===== src/rtl/sensor_spi_pkg.sv =====
package sensor_spi_pkg;

  typedef enum logic [2:0] {
    ST_IDLE,
    ST_SETUP,
    ST_SHIFT,
    ST_HOLD,
    ST_GAP
  } eng_state_t;

  function automatic int imax(input int a, input int b);
    return (a > b) ? a : b;
  endfunction

endpackage


===== src/rtl/spi_interval_timer.sv =====
// Down-counter used for every timed interval of the access engine.
module spi_interval_timer #(
  parameter int CNT_W = 8
) (
  input  logic             clk,
  input  logic             rst,
  input  logic             load,
  input  logic [CNT_W-1:0] load_val,
  output logic             expired
);

  logic [CNT_W-1:0] cnt;

  always_ff @(posedge clk) begin
    if (rst) begin
      cnt <= '0;
    end else if (load) begin
      cnt <= load_val;
    end else if (cnt != '0) begin
      cnt <= cnt - 1'b1;
    end
  end

  assign expired = (cnt == '0);

endmodule


===== src/rtl/spi_frame_shifter.sv =====
// Mode-3 frame shifter: SCLK idles high, MOSI changes on the falling edge,
// MISO is captured as SCLK rises.
module spi_frame_shifter #(
  parameter int FRAME_W = 16,
  parameter int HALF    = 4
) (
  input  logic               clk,
  input  logic               rst,
  input  logic               start,
  input  logic [FRAME_W-1:0] tx_word,
  input  logic               miso,
  output logic               sclk,
  output logic               mosi,
  output logic [FRAME_W-1:0] rx_word,
  output logic               fin
);

  localparam int PC_W = $clog2(HALF + 1);
  localparam int BC_W = $clog2(FRAME_W + 1);

  logic               active;
  logic               phase_hi;
  logic [PC_W-1:0]    pcnt;
  logic [BC_W-1:0]    bcnt;
  logic [FRAME_W-1:0] tx_sh;

  // strobe at the end of the final high phase
  assign fin = active && phase_hi && (pcnt == '0) && (bcnt == '0);

  always_ff @(posedge clk) begin
    if (rst) begin
      active   <= 1'b0;
      phase_hi <= 1'b0;
      pcnt     <= '0;
      bcnt     <= '0;
      sclk     <= 1'b1;
      mosi     <= 1'b0;
      tx_sh    <= '0;
      rx_word  <= '0;
    end else if (start) begin
      active   <= 1'b1;
      phase_hi <= 1'b0;
      sclk     <= 1'b0;
      mosi     <= tx_word[FRAME_W-1];
      tx_sh    <= tx_word << 1;
      pcnt     <= PC_W'(HALF - 1);
      bcnt     <= BC_W'(FRAME_W - 1);
      rx_word  <= '0;
    end else if (active) begin
      if (!phase_hi) begin
        if (pcnt == '0) begin
          sclk     <= 1'b1;
          rx_word  <= {rx_word[FRAME_W-2:0], miso};
          phase_hi <= 1'b1;
          pcnt     <= PC_W'(HALF - 1);
        end else begin
          pcnt <= pcnt - 1'b1;
        end
      end else begin
        if (pcnt == '0) begin
          if (bcnt == '0) begin
            active <= 1'b0;
          end else begin
            sclk     <= 1'b0;
            mosi     <= tx_sh[FRAME_W-1];
            tx_sh    <= tx_sh << 1;
            bcnt     <= bcnt - 1'b1;
            phase_hi <= 1'b0;
            pcnt     <= PC_W'(HALF - 1);
          end
        end else begin
          pcnt <= pcnt - 1'b1;
        end
      end
    end
  end

  // data line moves only together with a falling clock
  assert_mosi_on_fall_R3: assert property (@(posedge clk) disable iff (rst)
    !$stable(mosi) |-> $fell(sclk));

endmodule


===== src/rtl/sensor_spi_access.sv =====
module sensor_spi_access
  import sensor_spi_pkg::*;
#(
  parameter int CLKS_PER_US = 50,
  parameter int SCLK_HALF   = 4,
  parameter int SETUP_US    = 1,
  parameter int WR_HOLD_US  = 20,
  parameter int WR_GAP_US   = 100,
  parameter int RD_HOLD_US  = 1,
  parameter int RD_GAP_US   = 19,
  parameter int ADDR_W      = 7,
  parameter int DATA_W      = 8,
  parameter logic [ADDR_W-1:0] BURST_REG = 'h50
) (
  input  logic              clk,
  input  logic              rst,
  input  logic              req_valid,
  input  logic              req_write,
  input  logic [ADDR_W-1:0] req_addr,
  input  logic [DATA_W-1:0] req_wdata,
  output logic              busy,
  output logic              done,
  output logic [DATA_W-1:0] rd_data,
  output logic              burst_active,
  output logic              spi_cs_n,
  output logic              spi_sclk,
  output logic              spi_mosi,
  input  logic              spi_miso
);

  localparam int FRAME_W     = 1 + ADDR_W + DATA_W;
  localparam int SETUP_CYC   = SETUP_US * CLKS_PER_US;
  localparam int WR_HOLD_CYC = WR_HOLD_US * CLKS_PER_US;
  localparam int WR_GAP_CYC  = WR_GAP_US * CLKS_PER_US;
  localparam int RD_HOLD_CYC = RD_HOLD_US * CLKS_PER_US;
  localparam int RD_GAP_CYC  = RD_GAP_US * CLKS_PER_US;
  // hold counted from the last rising SCLK; the final high phase already spent SCLK_HALF
  localparam int WR_HOLD_LD  = WR_HOLD_CYC - SCLK_HALF - 1;
  localparam int RD_HOLD_LD  = RD_HOLD_CYC - SCLK_HALF - 1;
  localparam int MAX_CYC     = imax(imax(SETUP_CYC, WR_HOLD_CYC),
                                    imax(imax(WR_GAP_CYC, RD_HOLD_CYC), RD_GAP_CYC));
  localparam int TMR_W       = $clog2(MAX_CYC + 1);

  eng_state_t         state;
  logic               is_wr;
  logic [FRAME_W-1:0] tx_word;
  logic               accept;
  logic               tmr_load;
  logic [TMR_W-1:0]   tmr_val;
  logic               tmr_exp;
  logic               sh_start;
  logic               sh_fin;
  logic [FRAME_W-1:0] sh_rx;

  assign accept   = (state == ST_IDLE) && req_valid;
  assign sh_start = (state == ST_SETUP) && tmr_exp;

  always_comb begin
    tmr_load = 1'b0;
    tmr_val  = '0;
    unique case (state)
      ST_IDLE: begin
        tmr_load = req_valid;
        tmr_val  = TMR_W'(SETUP_CYC - 1);
      end
      ST_SHIFT: begin
        tmr_load = sh_fin;
        tmr_val  = is_wr ? TMR_W'(WR_HOLD_LD) : TMR_W'(RD_HOLD_LD);
      end
      ST_HOLD: begin
        tmr_load = tmr_exp;
        tmr_val  = is_wr ? TMR_W'(WR_GAP_CYC - 1) : TMR_W'(RD_GAP_CYC - 1);
      end
      default: begin
        tmr_load = 1'b0;
        tmr_val  = '0;
      end
    endcase
  end

  spi_interval_timer #(
    .CNT_W (TMR_W)
  ) u_timer (
    .clk      (clk),
    .rst      (rst),
    .load     (tmr_load),
    .load_val (tmr_val),
    .expired  (tmr_exp)
  );

  spi_frame_shifter #(
    .FRAME_W (FRAME_W),
    .HALF    (SCLK_HALF)
  ) u_shifter (
    .clk     (clk),
    .rst     (rst),
    .start   (sh_start),
    .tx_word (tx_word),
    .miso    (spi_miso),
    .sclk    (spi_sclk),
    .mosi    (spi_mosi),
    .rx_word (sh_rx),
    .fin     (sh_fin)
  );

  always_ff @(posedge clk) begin
    if (rst) begin
      state        <= ST_IDLE;
      is_wr        <= 1'b0;
      tx_word      <= '0;
      busy         <= 1'b0;
      done         <= 1'b0;
      rd_data      <= '0;
      burst_active <= 1'b0;
      spi_cs_n     <= 1'b1;
    end else begin
      done    <= 1'b0;
      rd_data <= '0;
      unique case (state)
        ST_IDLE: begin
          if (accept) begin
            busy     <= 1'b1;
            spi_cs_n <= 1'b0;
            is_wr    <= req_write;
            tx_word  <= {req_write, req_addr, (req_write ? req_wdata : {DATA_W{1'b0}})};
            if (req_write) begin
              burst_active <= (req_addr == BURST_REG);
            end
            state <= ST_SETUP;
          end
        end
        ST_SETUP: begin
          if (tmr_exp) state <= ST_SHIFT;
        end
        ST_SHIFT: begin
          if (sh_fin) state <= ST_HOLD;
        end
        ST_HOLD: begin
          if (tmr_exp) begin
            spi_cs_n <= 1'b1;
            state    <= ST_GAP;
          end
        end
        ST_GAP: begin
          if (tmr_exp) begin
            busy    <= 1'b0;
            done    <= 1'b1;
            rd_data <= is_wr ? {DATA_W{1'b0}} : sh_rx[DATA_W-1:0];
            state   <= ST_IDLE;
          end
        end
        default: state <= ST_IDLE;
      endcase
    end
  end

  // clock parked high while the sensor is deselected
  assert_sclk_idle_high_R3: assert property (@(posedge clk) disable iff (rst)
    spi_cs_n |-> spi_sclk);

  // completion only where busy drops
  assert_done_ends_busy_R8: assert property (@(posedge clk) disable iff (rst)
    done |-> (!busy && $past(busy)));

  // busy never drops without the completion pulse
  assert_busy_fall_has_done_R8: assert property (@(posedge clk) disable iff (rst)
    $fell(busy) |-> done);

  // burst flag moves only at request acceptance
  assert_burst_on_accept_R9: assert property (@(posedge clk) disable iff (rst)
    !$stable(burst_active) |-> $rose(busy));

  // a busy cycle is followed by busy or by the completion pulse
  assert_busy_holds_R7: assert property (@(posedge clk) disable iff (rst)
    busy |=> (busy || done));

endmodule


===== config.mk =====
export PLATFORM = sky130hd
export DESIGN_NAME = sensor_spi_access
export DESIGN_NICKNAME = d
export VERILOG_FILES = /design/src/rtl/sensor_spi_pkg.sv /design/src/rtl/spi_interval_timer.sv /design/src/rtl/spi_frame_shifter.sv /design/src/rtl/sensor_spi_access.sv
export SDC_FILE = /design/constraint.sdc
export NUM_CORES = 1
export LEC_CHECK = 0
export ABC_AREA = 1
export BUFFER_PORTS_ARGS = -buffer_cell sky130_fd_sc_hd__buf_2
export CELL_PAD_IN_SITES_DETAIL_PLACEMENT = 0
export CELL_PAD_IN_SITES_GLOBAL_PLACEMENT = 1
export CORE_UTILIZATION = 37
export CTS_CLUSTER_SIZE = 16
export DETAILED_ROUTE_END_ITERATION = 6
export GPL_ROUTABILITY_DRIVEN = 0
export GPL_TIMING_DRIVEN = 0
export PLACE_DENSITY_LB_ADDON = 0.1
export SYNTH_ARGS = -nofsm -noshare
export SYNTH_HDL_FRONTEND = slang
export SYNTH_SLANG_ARGS = --single-unit

===== constraint.sdc =====
create_clock -name clk -period 2.6 [get_ports clk]
set_input_delay 0.52 -clock clk [delete_from_list [all_inputs] [get_ports clk]]
set_output_delay 0.52 -clock clk [all_outputs]
set_load 0.005 [all_outputs]

Word-level counts from Yosys, hierarchy flattened
Index checks and enable logic that the tools add are counted.
W data, S select, Z words.
{ "totals": {"reg_bits": 80, "inputBits": 20, "output_inout_bits": 14, "word_cells": 126} }
{ "classes": {"n_addsub": 3, "eq_ne": 14, "n_mux": 56, "bitwise": 4, "reduce_logical": 30} }
{ "ops": {"columns": ["op", "count"], "rows": [
  ["$mux W16", 5],
  ["$mux W13", 3],
  ["$pmux W13 S3", 1],
  ["$mux W3", 9],
  ["$mux W1", 25],
  ["$mux W4", 5],
  ["$pmux W3 S5", 1],
  ["$reduce_and A3 Y1", 5],
  ["$logic_not A13 Y1", 1],
  ["$reduce_bool A13 Y1", 1],
  ["$sub A13 B1 Y13 const B", 1],
  ["$ne A2 B2 Y1 const B", 6],
  ["$reduce_bool A2 Y1", 6],
  ["$mux W10", 1],
  ["$mux W8", 1],
  ["$reduce_and A4 Y1", 2],
  ["$eq A7 B7 Y1 const B", 1],
  ["$eq A3 B2 Y1 const B", 2],
  ["$logic_not A3 Y1", 2],
  ["$ne A3 B3 Y1 const B", 2],
  ["$reduce_and A2 Y1", 3],
  ["$logic_and A1 B1 Y1", 5],
  ["$logic_not A5 Y1", 1],
  ["$reduce_and A5 Y1", 1],
  ["other kinds (11)", 17]
]} }

Depth between registers and ports, before layout
{ "depth": {"depth_word": 6, "ltp_mapped": 12, "mapped_depth_nobuf": 11} }

Hierarchy
A second synthesis with hierarchy kept.
{ "hier_totals": {"cells_unflattened": 583, "area_unflattened_um2": 4216.5} }
{ "by_module_without_submodules": {"columns": ["module", "instances", "cells_each", "area_each_um2", "seq_area_each_um2"], "rows": [
  ["spi_frame_shifter", 1, 275, 2005.7, 860.8],
  ["sensor_spi_access", 1, 169, 1268.7, 620.6],
  ["spi_interval_timer", 1, 139, 942.2, 260.2]
]} }

Worst setup path before layout
No wires, ideal clock.
{ "synth_path": {"kind": "register to register", "start": "reg u_timer.cnt[0]", "end": "reg u_shifter.tx_sh[10]", "arrival_time_ns": 1.445, "t_required_ns": 2.468, "path_slack_ns": 1.022, "path_stages_with_launch": 11, "n_path_buf": 1, "synth_period_minus_slack_ns": 1.578, "cell_sequence": "dfxtp_1 inv_1 ha_1 nand2_2 nor2_4 nand2_4 nor2_8 buf_8 nand2_1 nand2_1 a21oi_1"} }
{ "synth_via": {"elab_chain_len": 4, "elab_cells_between_ends": 8} }
{ "synth_rtl": {"columns": ["item", "line", "rtl"], "rows": [
  ["start: declaration", "spi_interval_timer.sv:12", "logic [CNT_W-1:0] cnt;"],
  ["start signal: assignment", "spi_interval_timer.sv:18", "cnt <= load_val;"],
  ["start signal: assignment", "spi_interval_timer.sv:20", "cnt <= cnt - 1'b1;"],
  ["$logic_not A13 Y1 *", "spi_interval_timer.sv:24", "assign expired = (cnt == '0);"],
  ["$logic_and A1 B1 Y1 *", "sensor_spi_access.sv:56", "assign sh_start = (state == ST_SETUP) && tmr_exp;"],
  ["$ne A2 B2 Y1 (no line) / $reduce_bool A2 Y1 (equally long branches)", null, null],
  ["$reduce_and A4 Y1 (no line)", null, null],
  ["end signal: assignment", "spi_frame_shifter.sv:45", "tx_sh <= tx_word << 1;"],
  ["end signal: assignment", "spi_frame_shifter.sv:66", "tx_sh <= tx_sh << 1;"],
  ["end: declaration", "spi_frame_shifter.sv:25", "logic [FRAME_W-1:0] tx_sh;"]
]} }
Every way passes the cells marked *; elsewhere a longest branch is shown, timed or not.
A chain may end at the register's enable or synchronous reset.

Final worst setup path
{ "layout_path": {"start": "reg u_timer.cnt[0]", "end": "reg u_shifter.tx_sh[15]"} }
The elaborated chain is that of the path after synthesis.

==> summary.md <==
| Metric | Value |
|---|---|
| Reg2Reg Setup Slack | 0.68 ns |
| GRT Util Overall | ~18% |
| TNS Setup | 0 ns |
| Core Footprint | roughly 0.0097 sq mm |
| Final Hold Viols | 0 |
| Worst slew pin tran | 0.724 ns |
| Port Buffers | 32 |
| Crit path kind | reg2reg |
| Sequential fraction of the synthesis area | ~43% |
| CTS tree | done |
| Via density per instance | roughly 4.6 |
| Top delay family on crit path | simple AND/OR/NAND/NOR gates |
| Syn avg cell area | between 7 and 8 sq um |
| Max Cap Viol | 0 |
| Clock sink count | just under 80 |
| VDD IR max | roughly 0.0004 V |
| Yosys warns | 0 |
| Pin count of the biggest net entering global routing | 14 |
| Slew headroom | between 50 and 60% |
| Outcome | completed |
| Worst-path cell chain | inv_1, ha_1, nand2_2, nor2_4, nand2_4, nor2_8, buf_8, nand2_1, nand2_1, a21oi_1 |
| Leading cell type in the layout, fill and taps excluded | nand2_1 |
| Worst r2r path cells | 10 |
| Pwr Density | approximately 1000 mW/mm^2 |
| CTS Buf Count | 9 |
| P_leak | approximately 1.7 nW |
| Ant. Diodes | 0 |
| WP data arrival | 2.14 ns |
| Total die area | about 0.010 sq mm |
| Global-route wire length before repair | ~14 mm |
| Final nets | 572 |
| WL final | around 8.4 mm |
| Period minus WS final | between 1.5 and 2 ns |
| Sequential power share | a little over a third |
| RR Startpoint | u_timer.cnt[0] |
| Logic gate share of total power | 40.6% |
| Clock Latency Late Sink | about 0.36 ns |
| # IOs | 34 |
| Cts hold-fix bufs | 0 |
| Fin cells | roughly 690 |
| Critical-path top delay cell | dfxtp_1 |
| Int Pwr | 0.00263 W |
| Clock Path Buffers | 2 |
| CP max FO | 10 |
| Final setup vio count | 0 |
| Pre-antenna DRT Iters | 5 |
| Die height | roughly 100 um |
| Root buffer cell | clkbuf_8 |
| Critical Path Sink | u_shifter.tx_sh[15] |
| Vias in the first global route | 2846 |
| Mapped Nets | about 530 |
| Initial antenna violation count | 0 |
| Period utilization | roughly 74% |
| Psw | 0.00177 W |
| Fin worst setup slack | between 0.6 and 0.7 ns |
| Worst Skew | ~0.008 ns |
| Residual DRC | 0 |
| Antenna viol nets, final | 0 |
| Fmax | between 500 and 600 MHz |
| Startpoint Class | flip-flop |
| Fin. max-slew vios | 0 |
| CP Depth | 10 |
| Worst Setup SP | u_timer.cnt[0] |
| Row count | 36 |
| Clk pwr share | between 20% and 30% |
| Most frequent cells in the layout | nand2_1, dfxtp_1, inv_1 |
| Mapped Cells | slightly above 500 |
| Starting Density | a little under two fifths |
| Worst r2r dst | u_shifter.tx_sh[15] |
| # H-tree levels | 3 |
| Pre-CTS WS | 0.578 ns |
| Switching part of the total | approximately two fifths |
| CP Data Required Time | between 2 and 3 ns |
| # fillers | ~1.1k |
| Worst setup EP type | flip-flop |
| WP buf/inv | 2 |
| Max stage delay on crit path | about 0.3 ns |
| Cell Area, Synth | around 0.0037 sq mm |
| Hpwl dp | slightly above 6 mm |
| Remaining Overflow, GRT | 0 |
| P&R area growth vs syn | 14.9% |
| Hold_ws | between 0.4 and 0.5 ns |
| Iter 0 DRT Violations | 120 |
| Post-cts resize count | 0 |
| Ratio of cells with drive above 1 in the final layout | 15.9% |
| Dpl cells | 669 |
| Netlist cell types | 37 |
| Clock-pin slew of the registers on the worst-case setup and hold paths | approximately 0.08 ns |
| RSZ-0062 raised after global routing | no |
| Number of synthesized register bits | 79 |
| Hold Path Class | in2reg |
| Routed vias | approximately 3.2k |
| Wire length per cell after detailed routing | 12.2 um |
| Die span in x | a little over 100 um |
| Post-CTS setup buffer count | 0 |
| Most frequent CP cell | nand2_1 |
layout make-up:
type                       count  area (sq um)  area share (%)
clock inverter                 5          81.3            1.92
tap                          133           166            3.93
sequential                    79          1580            37.3
multi-input combinational    341          1740            41.1
inverter                      67           254            5.99
clock buffer                  11           141            3.34
buffer                        17           111            2.63
timing repair buffer          32           160            3.78
power groups by stage:
stage / logic, W / clock network, W / registers, W
global placement: 0.00179 / 0 / 0.00161
floorplan: 0.00145 / 0 / 0.00158
finish: 0.00179 / 0.00103 / 0.00158
CTS: 0.00180 / 0.00106 / 0.00158
detailed placement: 0.00180 / 0 / 0.00161
global route: 0.00205 / 0.00111 / 0.00161
worst reg2reg max path: cells and delay by family, from the launching register on:
family	cells	cell delay (ns)
AO/OA/AOI/OAI	1	0.05
adder cells (fa/ha/maj)	1	0.27
buffers and inverters	2	0.31
flip-flops	1	0.30
AND/OR/NAND/NOR	6	0.84
metrics by stage:
step	power (W)	cell area (sq um)	utilization [%]
after detailed placement	0.00341	4020	41.3
after global routing	0.00477	4240	43.6
after floorplan	0.00303	3690	-
final	0.00440	4240	43.6
after global placement	0.00340	4020	41.3
after CTS	0.00445	4240	43.6
logic make-up (layout without fill, tap and decap cells):
group                    Yosys count  in the layout  share of synthesized area (%)
AO/OA/AOI/OAI                     96             96                           13.7
XOR/XNOR                           9              9                           2.14
adder cells (fa/ha/maj)            5              5                           1.70
buffers and inverters             84            132                           9.90
flip-flops                        79             79                           42.9
AND/OR/NAND/NOR                  231            231                           29.7
cell usage after synthesis, drive strengths merged:
cell	count	area (sq um)
a21boi	1	7.51
inv	65	246
nor2	51	243
a21oi	57	304
buf	8	77.6
nand2	126	526
nor3b	1	7.51
a31oi	1	6.26
o2111ai	1	8.76
ha	5	62.6
nor3	10	66.3
o21ai	36	180
clkbuf	9	33.8
xnor2	3	26.3
nand3b	2	15.0
xor2	6	52.6
dfxtp	79	1580
nand3	37	213
clkinv	2	7.51
nand4	4	25.0
worst min-delay path by stage:
stage                         start         end  cells after the start
2_1_floorplan  u_shifter.rx_word[7]  rd_data[7]                      2
3_5_place_dp   u_shifter.rx_word[7]  rd_data[7]                      2
6_report                        rst        done                      2
4_1_cts                         rst        done                      2
5_1_grt                         rst        done                      2
3_3_place_gp   u_shifter.rx_word[7]  rd_data[7]                      2
metal layers:
metal	global-route usage [%]	part of all wire, %	vias up
li1	-	-	1688
met3	4.17	4.1	8
met1	22.8	49	1401
met5	0	0	-
met4	5.60	1.1	0
met2	29.5	46	58
sequential cells by signal, summed over array words and instances, names as in the netlist, 3 cells and up:
signal	cells
u_shifter.pcnt	3
state	3
u_timer.cnt	13
u_shifter.rx_word	8
rd_data	8
u_shifter.tx_sh	15
tx_word	15
u_shifter.bcnt	5
No activity file was read; power rests on OpenSTA's default activity.
